<file path="src/rtl/idlock_pkg.sv">
package idlock_pkg;

   localparam logic [7:0] OP_WRSR  = 8'h01;
   localparam logic [7:0] OP_RDSR  = 8'h05;
   localparam logic [7:0] OP_WREN  = 8'h06;
   localparam logic [7:0] OP_LOCK  = 8'h82;

   localparam int BYTE_BITS = 8;

   typedef struct packed {
      logic sclk_rise;
      logic sclk_fall;
      logic cs_fall;
      logic cs_rise;
      logic mosi;
      logic cs_held_low;
   } pin_evt_t;

endpackage

</file>
<file path="src/rtl/idlock_frontend.sv">
module idlock_frontend #(
   parameter int SYNC_STAGES = 2
) (
   input  logic                 clk,
   input  logic                 rst_n,
   input  logic                 cs_n_i,
   input  logic                 sclk_i,
   input  logic                 mosi_i,
   output idlock_pkg::pin_evt_t evt_o
);

   logic cs_s, sclk_s, mosi_s;
   logic cs_p, sclk_p;

   generate
      if (SYNC_STAGES < 0) begin : g_bad_sync
         $error("SYNC_STAGES must not be negative");
      end
      if (SYNC_STAGES == 0) begin : g_direct
         assign cs_s   = cs_n_i;
         assign sclk_s = sclk_i;
         assign mosi_s = mosi_i;
      end else begin : g_sync
         logic [2:0] pipe_q [SYNC_STAGES];
         always_ff @(posedge clk or negedge rst_n) begin
            if (!rst_n) begin
               for (int i = 0; i < SYNC_STAGES; i++) pipe_q[i] <= 3'b100;
            end else begin
               pipe_q[0] <= {cs_n_i, sclk_i, mosi_i};
               for (int i = 1; i < SYNC_STAGES; i++) pipe_q[i] <= pipe_q[i-1];
            end
         end
         assign cs_s   = pipe_q[SYNC_STAGES-1][2];
         assign sclk_s = pipe_q[SYNC_STAGES-1][1];
         assign mosi_s = pipe_q[SYNC_STAGES-1][0];
      end
   endgenerate

   always_ff @(posedge clk or negedge rst_n) begin
      if (!rst_n) begin
         cs_p   <= 1'b1;
         sclk_p <= 1'b0;
      end else begin
         cs_p   <= cs_s;
         sclk_p <= sclk_s;
      end
   end

   always_comb begin
      evt_o.sclk_rise   = sclk_s & ~sclk_p & ~cs_s;
      evt_o.sclk_fall   = ~sclk_s & sclk_p & ~cs_s;
      evt_o.cs_fall     = ~cs_s & cs_p;
      evt_o.cs_rise     = cs_s & ~cs_p;
      evt_o.mosi        = mosi_s;
      evt_o.cs_held_low = ~cs_p;
   end

endmodule

</file>
<file path="src/rtl/idlock_decoder.sv">
module idlock_decoder #(
   parameter int ADDR_BYTES     = 3,
   parameter int LOCK_ADDR_BIT  = 10,
   parameter int LOCK_DATA_BIT  = 1
) (
   input  logic                 clk,
   input  logic                 rst_n,
   input  idlock_pkg::pin_evt_t evt_i,
   input  logic [7:0]           status_i,
   input  logic                 wel_i,
   input  logic                 wip_i,
   input  logic [1:0]           bp_i,
   output logic                 set_wel_o,
   output logic                 bp_wr_o,
   output logic [1:0]           bp_val_o,
   output logic                 lock_start_o,
   output logic                 lock_drop_o,
   output logic                 miso_o,
   output logic                 miso_oe_o
);
   import idlock_pkg::*;

   localparam int FRAME_BITS  = BYTE_BITS * (ADDR_BYTES + 2);
   localparam int CNT_W       = $clog2(FRAME_BITS + BYTE_BITS + 1);
   localparam int IDX_W       = CNT_W - 3;
   localparam int CNT_MAX     = (1 << CNT_W) - 1;
   localparam int AFLAG_IDX   = ADDR_BYTES - (LOCK_ADDR_BIT / BYTE_BITS);
   localparam int AFLAG_POS   = LOCK_ADDR_BIT % BYTE_BITS;
   localparam int DATA_IDX    = ADDR_BYTES + 1;

   generate
      if (LOCK_ADDR_BIT >= ADDR_BYTES * BYTE_BITS) begin : g_bad_abit
         $error("LOCK_ADDR_BIT outside the address field");
      end
      if (LOCK_DATA_BIT > 7 || LOCK_DATA_BIT < 0) begin : g_bad_dbit
         $error("LOCK_DATA_BIT outside the data byte");
      end
      if (ADDR_BYTES < 1) begin : g_bad_abytes
         $error("ADDR_BYTES must be at least 1");
      end
   endgenerate

   logic [CNT_W-1:0] bit_cnt;
   logic [6:0]       sh_q;
   logic [7:0]       op_q;
   logic             aflag_q;
   logic             dflag_q;
   logic [1:0]       bpnew_q;
   logic [7:0]       tx_q;
   logic             oe_q;

   logic [7:0]       byte_now;
   logic [IDX_W-1:0] byte_idx;
   logic             byte_done;
   logic             op_known;
   logic             lock_ok;

   assign byte_now  = {sh_q, evt_i.mosi};
   assign byte_idx  = bit_cnt[CNT_W-1:3];
   assign byte_done = evt_i.sclk_rise && (bit_cnt[2:0] == 3'd7) && (bit_cnt != CNT_W'(CNT_MAX));
   assign op_known  = (bit_cnt >= CNT_W'(BYTE_BITS));

   assign lock_ok = (bit_cnt == CNT_W'(FRAME_BITS)) && aflag_q && dflag_q &&
                    wel_i && !wip_i && (bp_i != 2'b11);

   // frame assembly
   always_ff @(posedge clk or negedge rst_n) begin
      if (!rst_n) begin
         bit_cnt <= '0;
         sh_q    <= '0;
         op_q    <= '0;
         aflag_q <= 1'b0;
         dflag_q <= 1'b0;
         bpnew_q <= '0;
      end else if (evt_i.cs_fall) begin
         bit_cnt <= '0;
         op_q    <= '0;
         aflag_q <= 1'b0;
         dflag_q <= 1'b0;
      end else if (evt_i.sclk_rise) begin
         sh_q <= byte_now[6:0];
         if (bit_cnt != CNT_W'(CNT_MAX)) bit_cnt <= bit_cnt + 1'b1;
         if (byte_done) begin
            if (byte_idx == '0) op_q <= byte_now;
            if (byte_idx == IDX_W'(1)) bpnew_q <= byte_now[3:2];
            if (byte_idx == IDX_W'(AFLAG_IDX)) aflag_q <= byte_now[AFLAG_POS];
            if (byte_idx == IDX_W'(DATA_IDX)) dflag_q <= byte_now[LOCK_DATA_BIT];
         end
      end
   end

   // status output shifter, updated on falling serial clock
   always_ff @(posedge clk or negedge rst_n) begin
      if (!rst_n) begin
         tx_q <= '0;
         oe_q <= 1'b0;
      end else if (evt_i.cs_rise || evt_i.cs_fall) begin
         oe_q <= 1'b0;
      end else if (evt_i.sclk_fall && op_known && (op_q == OP_RDSR)) begin
         oe_q <= 1'b1;
         if (bit_cnt[2:0] == 3'd0) tx_q <= status_i;
         else                      tx_q <= {tx_q[6:0], 1'b0};
      end
   end

   assign miso_o    = oe_q & tx_q[7];
   assign miso_oe_o = oe_q;

   // command execution at chip-select rise
   always_ff @(posedge clk or negedge rst_n) begin
      if (!rst_n) begin
         set_wel_o    <= 1'b0;
         bp_wr_o      <= 1'b0;
         bp_val_o     <= '0;
         lock_start_o <= 1'b0;
         lock_drop_o  <= 1'b0;
      end else begin
         set_wel_o    <= 1'b0;
         bp_wr_o      <= 1'b0;
         lock_start_o <= 1'b0;
         lock_drop_o  <= 1'b0;
         if (evt_i.cs_rise && op_known && !wip_i) begin
            if (op_q == OP_WREN && bit_cnt == CNT_W'(BYTE_BITS))
               set_wel_o <= 1'b1;
            if (op_q == OP_WRSR && bit_cnt == CNT_W'(2*BYTE_BITS) && wel_i) begin
               bp_wr_o  <= 1'b1;
               bp_val_o <= bpnew_q;
            end
         end
         if (evt_i.cs_rise && op_known && op_q == OP_LOCK) begin
            if (lock_ok) lock_start_o <= 1'b1;
            else         lock_drop_o  <= 1'b1;
         end
      end
   end

   assert_oe_in_frame_R2: assert property (@(posedge clk) disable iff (!rst_n)
      miso_oe_o |-> evt_i.cs_held_low);

   assert_oe_only_read_R12: assert property (@(posedge clk) disable iff (!rst_n)
      miso_oe_o |-> (op_q == OP_RDSR));

   assert_frame_length_R8: assert property (@(posedge clk) disable iff (!rst_n)
      lock_start_o |-> $past(bit_cnt) == CNT_W'(FRAME_BITS));

endmodule

</file>
<file path="src/rtl/idlock_state.sv">
module idlock_state #(
   parameter int WRITE_CYCLES = 1000
) (
   input  logic       clk,
   input  logic       rst_n,
   input  logic       set_wel_i,
   input  logic       bp_wr_i,
   input  logic [1:0] bp_val_i,
   input  logic       lock_start_i,
   input  logic       lock_drop_i,
   output logic       wel_o,
   output logic [1:0] bp_o,
   output logic       wip_o,
   output logic       locked_o
);

   localparam int WC_W = (WRITE_CYCLES > 1) ? $clog2(WRITE_CYCLES) : 1;

   generate
      if (WRITE_CYCLES < 1) begin : g_bad_wc
         $error("WRITE_CYCLES must be at least 1");
      end
   endgenerate

   logic [WC_W-1:0] timer_q;
   logic            done;

   assign done = wip_o && (timer_q == '0);

   always_ff @(posedge clk or negedge rst_n) begin
      if (!rst_n) begin
         timer_q  <= '0;
         wip_o    <= 1'b0;
         locked_o <= 1'b0;
      end else if (lock_start_i && !wip_o) begin
         timer_q <= WC_W'(WRITE_CYCLES - 1);
         wip_o   <= 1'b1;
      end else if (done) begin
         wip_o    <= 1'b0;
         locked_o <= 1'b1;
      end else if (wip_o) begin
         timer_q <= timer_q - 1'b1;
      end
   end

   always_ff @(posedge clk or negedge rst_n) begin
      if (!rst_n) begin
         wel_o <= 1'b0;
         bp_o  <= '0;
      end else begin
         if (bp_wr_i) bp_o <= bp_val_i;
         if (done || lock_drop_i || bp_wr_i) wel_o <= 1'b0;
         else if (set_wel_i)                 wel_o <= 1'b1;
      end
   end

   assert_lock_sticky_R11: assert property (@(posedge clk) disable iff (!rst_n)
      locked_o |=> locked_o);

   assert_start_needs_wel_R5: assert property (@(posedge clk) disable iff (!rst_n)
      lock_start_i |-> wel_o);

   assert_start_not_protected_R9: assert property (@(posedge clk) disable iff (!rst_n)
      lock_start_i |-> (bp_o != 2'b11));

   assert_no_restart_R10: assert property (@(posedge clk) disable iff (!rst_n)
      lock_start_i |-> !wip_o);

   assert_wel_cleared_R4: assert property (@(posedge clk) disable iff (!rst_n)
      $fell(wip_o) |-> !wel_o && locked_o);

endmodule

</file>
<file path="src/rtl/idlock_ctrl.sv">
module idlock_ctrl #(
   parameter int SYNC_STAGES   = 2,
   parameter int ADDR_BYTES    = 3,
   parameter int LOCK_ADDR_BIT = 10,
   parameter int LOCK_DATA_BIT = 1,
   parameter int WRITE_CYCLES  = 1000
) (
   input  logic clk,
   input  logic rst_n,
   input  logic spi_cs_n,
   input  logic spi_sclk,
   input  logic spi_mosi,
   output logic spi_miso,
   output logic spi_miso_oe,
   output logic wip,
   output logic id_locked
);

   idlock_pkg::pin_evt_t evt;
   logic       set_wel, bp_wr, lock_start, lock_drop;
   logic [1:0] bp_val, bp;
   logic       wel;
   logic [7:0] status;

   assign status = {3'b000, id_locked, bp, wel, wip};

   idlock_frontend #(.SYNC_STAGES(SYNC_STAGES)) i_frontend (
      .clk    (clk),
      .rst_n  (rst_n),
      .cs_n_i (spi_cs_n),
      .sclk_i (spi_sclk),
      .mosi_i (spi_mosi),
      .evt_o  (evt)
   );

   idlock_decoder #(
      .ADDR_BYTES    (ADDR_BYTES),
      .LOCK_ADDR_BIT (LOCK_ADDR_BIT),
      .LOCK_DATA_BIT (LOCK_DATA_BIT)
   ) i_decoder (
      .clk          (clk),
      .rst_n        (rst_n),
      .evt_i        (evt),
      .status_i     (status),
      .wel_i        (wel),
      .wip_i        (wip),
      .bp_i         (bp),
      .set_wel_o    (set_wel),
      .bp_wr_o      (bp_wr),
      .bp_val_o     (bp_val),
      .lock_start_o (lock_start),
      .lock_drop_o  (lock_drop),
      .miso_o       (spi_miso),
      .miso_oe_o    (spi_miso_oe)
   );

   idlock_state #(.WRITE_CYCLES(WRITE_CYCLES)) i_state (
      .clk          (clk),
      .rst_n        (rst_n),
      .set_wel_i    (set_wel),
      .bp_wr_i      (bp_wr),
      .bp_val_i     (bp_val),
      .lock_start_i (lock_start),
      .lock_drop_i  (lock_drop),
      .wel_o        (wel),
      .bp_o         (bp),
      .wip_o        (wip),
      .locked_o     (id_locked)
   );

endmodule

</file>
<file path="config.mk">
export PLATFORM = sky130hd
export DESIGN_NAME = idlock_ctrl
export DESIGN_NICKNAME = d
export VERILOG_FILES = /design/src/rtl/idlock_pkg.sv /design/src/rtl/idlock_frontend.sv /design/src/rtl/idlock_decoder.sv /design/src/rtl/idlock_state.sv /design/src/rtl/idlock_ctrl.sv
export SDC_FILE = /design/constraint.sdc
export NUM_CORES = 1
export LEC_CHECK = 0
export ABC_AREA = 1
export BUFFER_PORTS_ARGS = -buffer_cell sky130_fd_sc_hd__buf_2
export CORE_MARGIN = 3
export CORE_UTILIZATION = 61
export DETAILED_ROUTE_END_ITERATION = 12
export GPL_ROUTABILITY_DRIVEN = 0
export GPL_TIMING_DRIVEN = 0
export PLACE_DENSITY = 0.8
export SLEW_MARGIN = 15
export SYNTH_ARGS = -nofsm -noshare
export SYNTH_HDL_FRONTEND = slang
export SYNTH_SLANG_ARGS = --single-unit
</file>
<file path="constraint.sdc">
create_clock -name clk -period 1.7 [get_ports clk]
set_input_delay 0.34 -clock clk [delete_from_list [all_inputs] [get_ports clk]]
set_output_delay 0.34 -clock clk [all_outputs]
set_load 0.1 [all_outputs]
</file>
# Yosys cells after proc, flatten, opt, wreduce, memory -nomap -nowiden
# Cells that the tools add are included.
[totals]
register_bits = 63
in_bits = 5
output_inout_bits = 4
wordCells = 130
[classes]
add_sub_neg = 2
order_cmp = 1
eq_ne = 14
muxes = 33
bitwise = 14
reduce_logical = 44
[op_table]
columns = ["operator", "n"]
rows = [
  ["8-bit 2-to-1 mux", 5],
  ["10-bit 2-to-1 mux", 3],
  ["1-bit 2-to-1 mux", 22],
  ["2-bit nonzero test", 10],
  ["6-bit 2-to-1 mux", 3],
  ["1-bit logical AND", 17],
  ["8-bit by 3-bit equality test with 1-bit output (second input constant)", 2],
  ["2-bit AND reduction", 6],
  ["10-bit logical NOT", 1],
  ["10-bit by 1-bit subtractor with 10-bit output (second input constant)", 1],
  ["3-bit AND reduction", 3],
  ["8-bit by 1-bit equality test with 1-bit output (second input constant)", 1],
  ["8-bit equality test (second input constant)", 1],
  ["1-bit AND", 7],
  ["1-bit inverter", 7],
  ["6-bit by 1-bit adder with 6-bit output (second input constant)", 1],
  ["3-bit equality test (second input constant)", 2],
  ["6-bit by 4-bit equality test with 1-bit output (second input constant)", 1],
  ["6-bit by 5-bit equality test with 1-bit output (second input constant)", 1],
  ["6-bit equality test (second input constant)", 1],
  ["6-bit by 4-bit greater-or-equal comparator with 1-bit output (second input constant)", 1],
  ["3-bit logical NOT", 2],
  ["6-bit != test (second input constant)", 1],
  ["2-bit != test (second input constant)", 2],
  ["other kinds (5)", 7],
]

# Longest topological paths before layout
[logic_depth]
word_depth = 8
depth_mapped = 9
ltp_nobuf = 9

# Hierarchy
# Synthesis repeated with hierarchy kept, for this count alone.
[hier_totals]
cells_unflattened = 361
hier_area_um2 = 3125.5
[modules_own_cells]
columns = ["mod", "instances", "cells_per_inst", "area_each_um2", "seq_area_each_um2"]
rows = [
  ["idlock_decoder", 1, 238, 2028.2, 1001.0],
  ["idlock_state", 1, 105, 852.1, 375.4],
  ["idlock_frontend", 1, 17, 241.5, 203.9],
  ["idlock_ctrl", 1, 1, 3.8, 0.0],
]

# Least setup slack after synthesis
# OpenSTA, ideal clock, no wires.
[synth_timing]
path_kind = "register -> output"
start = "register i_decoder.oe_q, in the netlist i_decoder.miso_oe_o"
end = "output spi_miso"
arrival_ps = 1644
required_ps = 1360
path_slack_ps = -284
path_stages_with_launch = 3
path_buffers = 0
path_cell_list = "dfrtp_1 nand2_1 inv_1"
[synth_between]
elab_chain_len = 1
[synth_lines]
columns = ["item", "line", "text"]
rows = [
  ["start: declaration", "idlock_decoder.sv:50", "logic oe_q;"],
  ["start signal: assignment", "idlock_decoder.sv:96", "oe_q <= 1'b0;"],
  ["start signal: assignment", "idlock_decoder.sv:98", "oe_q <= 1'b0;"],
  ["start signal: assignment", "idlock_decoder.sv:100", "oe_q <= 1'b1;"],
  ["1-bit AND", "idlock_decoder.sv:106", "assign miso_o = oe_q & tx_q[7];"],
  ["end: declaration", "idlock_ctrl.sv:13", "output logic spi_miso,"],
]
# Every way passes these cells.

# Worst setup path after layout
[layout_timing]
start = "register i_state.wip_o"
end = "output wip"
[layout_rtl]
columns = ["item", "line", "text"]
rows = [
  ["start: declaration", "idlock_state.sv:13", "output logic wip_o,"],
  ["start signal: assignment", "idlock_state.sv:33", "wip_o <= 1'b0;"],
  ["start signal: assignment", "idlock_state.sv:37", "wip_o <= 1'b1;"],
  ["start signal: assignment", "idlock_state.sv:39", "wip_o <= 1'b0;"],
  ["end: declaration", "idlock_ctrl.sv:15", "output logic wip,"],
]
# No word-level cell between the ends.

==> impl_metrics.py <==
metrics = {
    "outcome": {
        "status": "completed",
    },
    "grt": {
        "grt.total_usage_pct": 21.5,
        "grt_max_degree": 64,
        "first_global_vias": 2345,
        "antenna_found_initial": 0,
        "grt-ovfl-total": 0,
        "grt_pass1_wl_microns": 10200,
    },
    "floorplanning": {
        "core_area_sq_um": 4820,
        "num_rows": 25,
        "start_util_pct": 64.2,
        "die_area_sq_um": 5960,
        "die_y_microns": 77.2,
        "die_x_microns": 77.2,
        "io_pins": 9,
    },
    "layout": {
        "final_core_util_pct": 71.1,
        "design_area_sq_um": 3420,
        "antenna_cells": 0,
        "nets": 399,
        "drive_gt1_share_pct": 16.6,
        "instances_no_fill": 459,
        "area_growth_pct": 10.7,
    },
    "critical_path": {
        "reg2reg_to": "i_decoder.bit_cnt[4]",
        "reg2reg_from": "i_decoder.bit_cnt[0]",
        "cp.required_ps": 1360,
        "end_kind": "primary output",
        "crit_family": "buffers and inverters",
        "cp_cell_sequence": "buf_2",
        "reg2reg_slack_ps": 130,
        "crit_arrival_ps": 1240,
        "critPathLaunchType": "register",
        "path_max_fanout": 8,
        "cpPeakStageDelay_ps": 460,
        "r2r_cells": 8,
        "worst-path-buf-inv": 1,
        "slowest_stage": "buf_2",
        "critPathKind": "reg2out",
    },
    "power": {
        "pwr-share-seq_pct": 54.8,
        "power_switching_uw": 714,
        "power.share.clock_pct": 38.0,
        "p_per_area_nw_per_um2": 859,
        "p_total_mw": 2.94,
        "netSwitchingFraction_pct": 24.3,
        "peakVddDrop_mv": 0.740,
        "p_int_mw": 2.23,
        "leakage_nw": 1.81,
        "combPwrFrac_pct": 7.2,
    },
    "routing": {
        "routed_wl_microns": 5620,
        "num_vias": 2385,
        "drc": 0,
        "drt-vias-per-instance": 5.20,
        "wire_per_inst_microns": 12.2,
        "first_iter_violations": 154,
        "firstDrtPassIters": 4,
        "antenna_left": 0,
    },
    "clock_tree": {
        "post_cts_buffers": 0,
        "htree_levels": 3,
        "cts.path.max_buffers": 2,
        "cts_root_buffer": "clkbuf_8",
        "cts_tree": "yes",
        "path_clk_slew_ps": 70,
        "cts_inserted_buffers": 9,
        "clk_latency_ps": 340,
        "cts.sinks": 63,
    },
    "yosys": {
        "syn_area_sq_um": 3090,
        "syn_avg_cell_area_sq_um": 8.38,
        "syn_nets": 380,
        "seq_area_frac_synth_pct": 51.1,
        "yosysUniqueCellTypes": 33,
        "synth-seq-cells": 63,
        "netlist_instances": 369,
        "synth_warnings": 0,
        "synth_ff_type": "dfrtp_1",
        "synth_edf_count": 0,
        "synth-async-reset-ratio_pct": 100,
    },
    "placed_design": {
        "place_area_sq_um": 3220,
        "hpwlAfterDp_microns": 3930,
        "port_buffers": 8,
        "place_inst": 444,
        "pre_cts_ws_ps": -54.2,
    },
    "timing": {
        "finalSetupTns_ps": 0,
        "rsz0062_at_grt": "no",
        "finalHoldWorstSlack_ps": 61.3,
        "fin_crit_ps": 1580,
        "tightest_slew_ps": 750,
        "final_hold_viol_count": 0,
        "fmax_ghz": 0.631,
        "drv_slew": 0,
        "worst_slack_ps": 116,
        "setup-violations-final": 0,
        "slew_headroom_pct": 50.0,
        "skew_ps": 9.55,
        "post-route-period-util_pct": 93.2,
    },
    "hold_path": {
        "hold_path.class": "in2async",
    },
    "flow_run": {
        "cap_violations": 0,
    },
}
[Yosys cell counts, types with 3 or more instances]
library cell	instances	area share, %
nand2_1	98	12
dfrtp_1	60	49
inv_1	51	6.2
nand3_1	40	6.5
nor2_1	23	2.8
o21ai_0	17	2.8
nand4_1	14	2.8
o21ai_2	8	2.3
o21ai_1	7	1.1
ha_1	6	2.4
nor3_1	6	0.97
buf_2	4	0.65
inv_2	4	0.49
dfstp_2	3	2.5
nand2_2	3	0.61
nand3b_1	3	0.73
xor2_1	3	0.85
[flip-flops by register name (all words and copies together) (netlist names), 2 cells and up]
register                  count
i_state.timer_q              10
i_decoder.op_q                8
i_decoder.tx_q                8
i_decoder.sh_q                7
i_decoder.bit_cnt             6
i_frontend.g_sync.pipe_q      4
i_decoder.bp_val_o            2
i_decoder.bpnew_q             2
i_state.bp_o                  2
[cells by family after synthesis]
| kind of cell | after synthesis | synth area share (%) |
|---|---|---|
| AND/OR/NAND/NOR | 199 | 30.7 |
| buffers and inverters | 63 | 8.13 |
| flip-flops | 63 | 51.1 |
| AO/OA/AOI/OAI | 35 | 6.80 |
| adder cells (fa/ha/maj) | 6 | 2.43 |
| XOR/XNOR | 3 | 0.850 |
[routing by layer]
layer	global-route usage (%)	up-vias	wire, microns
met5	0	-	0
met4	9.25	0	82
met3	5.99	8	226
met2	34.0	39	2610
met1	27.8	1115	2700
li1	-	1223	-
[how the worst max path moves through the flow]
stage                            endpoint                 start  depth (start not counted)
CTS                 i_decoder.bp_val_o[1]  i_decoder.bit_cnt[0]                          9
global route        i_decoder.bp_val_o[1]  i_decoder.bit_cnt[0]                          9
finish                                wip         i_state.wip_o                          1
global placement        i_decoder.op_q[2]       i_frontend.cs_s                          7
detailed placement      i_decoder.op_q[1]       i_frontend.cs_s                          7
floorplan                        spi_miso   i_decoder.miso_oe_o                          2
[layout make-up]
type	instances	area, sq um
flip-flops and latches	63	1580
fillers	387	1390
multi-input cells	243	1280
inverters	56	213
clock buffers	14	163
well taps	67	83.8
plain buffers	7	48.8
repair buffers	8	42.5
clock inverters	1	5.00
[placed cells by master (no fill, tap or decap), drive strengths merged, types with 6 or more instances in the layout]
master / instances
o21ai: 32
dfrtp: 60
nand3: 43
nand2: 102
ha: 6
clkbuf: 18
inv: 56
buf: 11
nand4: 14
nor2: 27
nor3: 9
[what timing repair did]
item                       CTS  global route
pin swaps                    0             1
setup endpoints to repair    9            16
gates resized for setup      4            10
hold buffers                 0             0
[power groups by stage]
stage | sequential (mW) | clock [mW] | combinational [mW]
after global routing | 1.62 | 1.22 | 0.248
final | 1.61 | 1.12 | 0.212
after detailed placement | 1.64 | 0 | 0.208
after global placement | 1.63 | 0 | 0.203
after floorplan | 1.62 | 0 | 0.138
after CTS | 1.61 | 1.14 | 0.214
(Power assumes the default switching activity.)
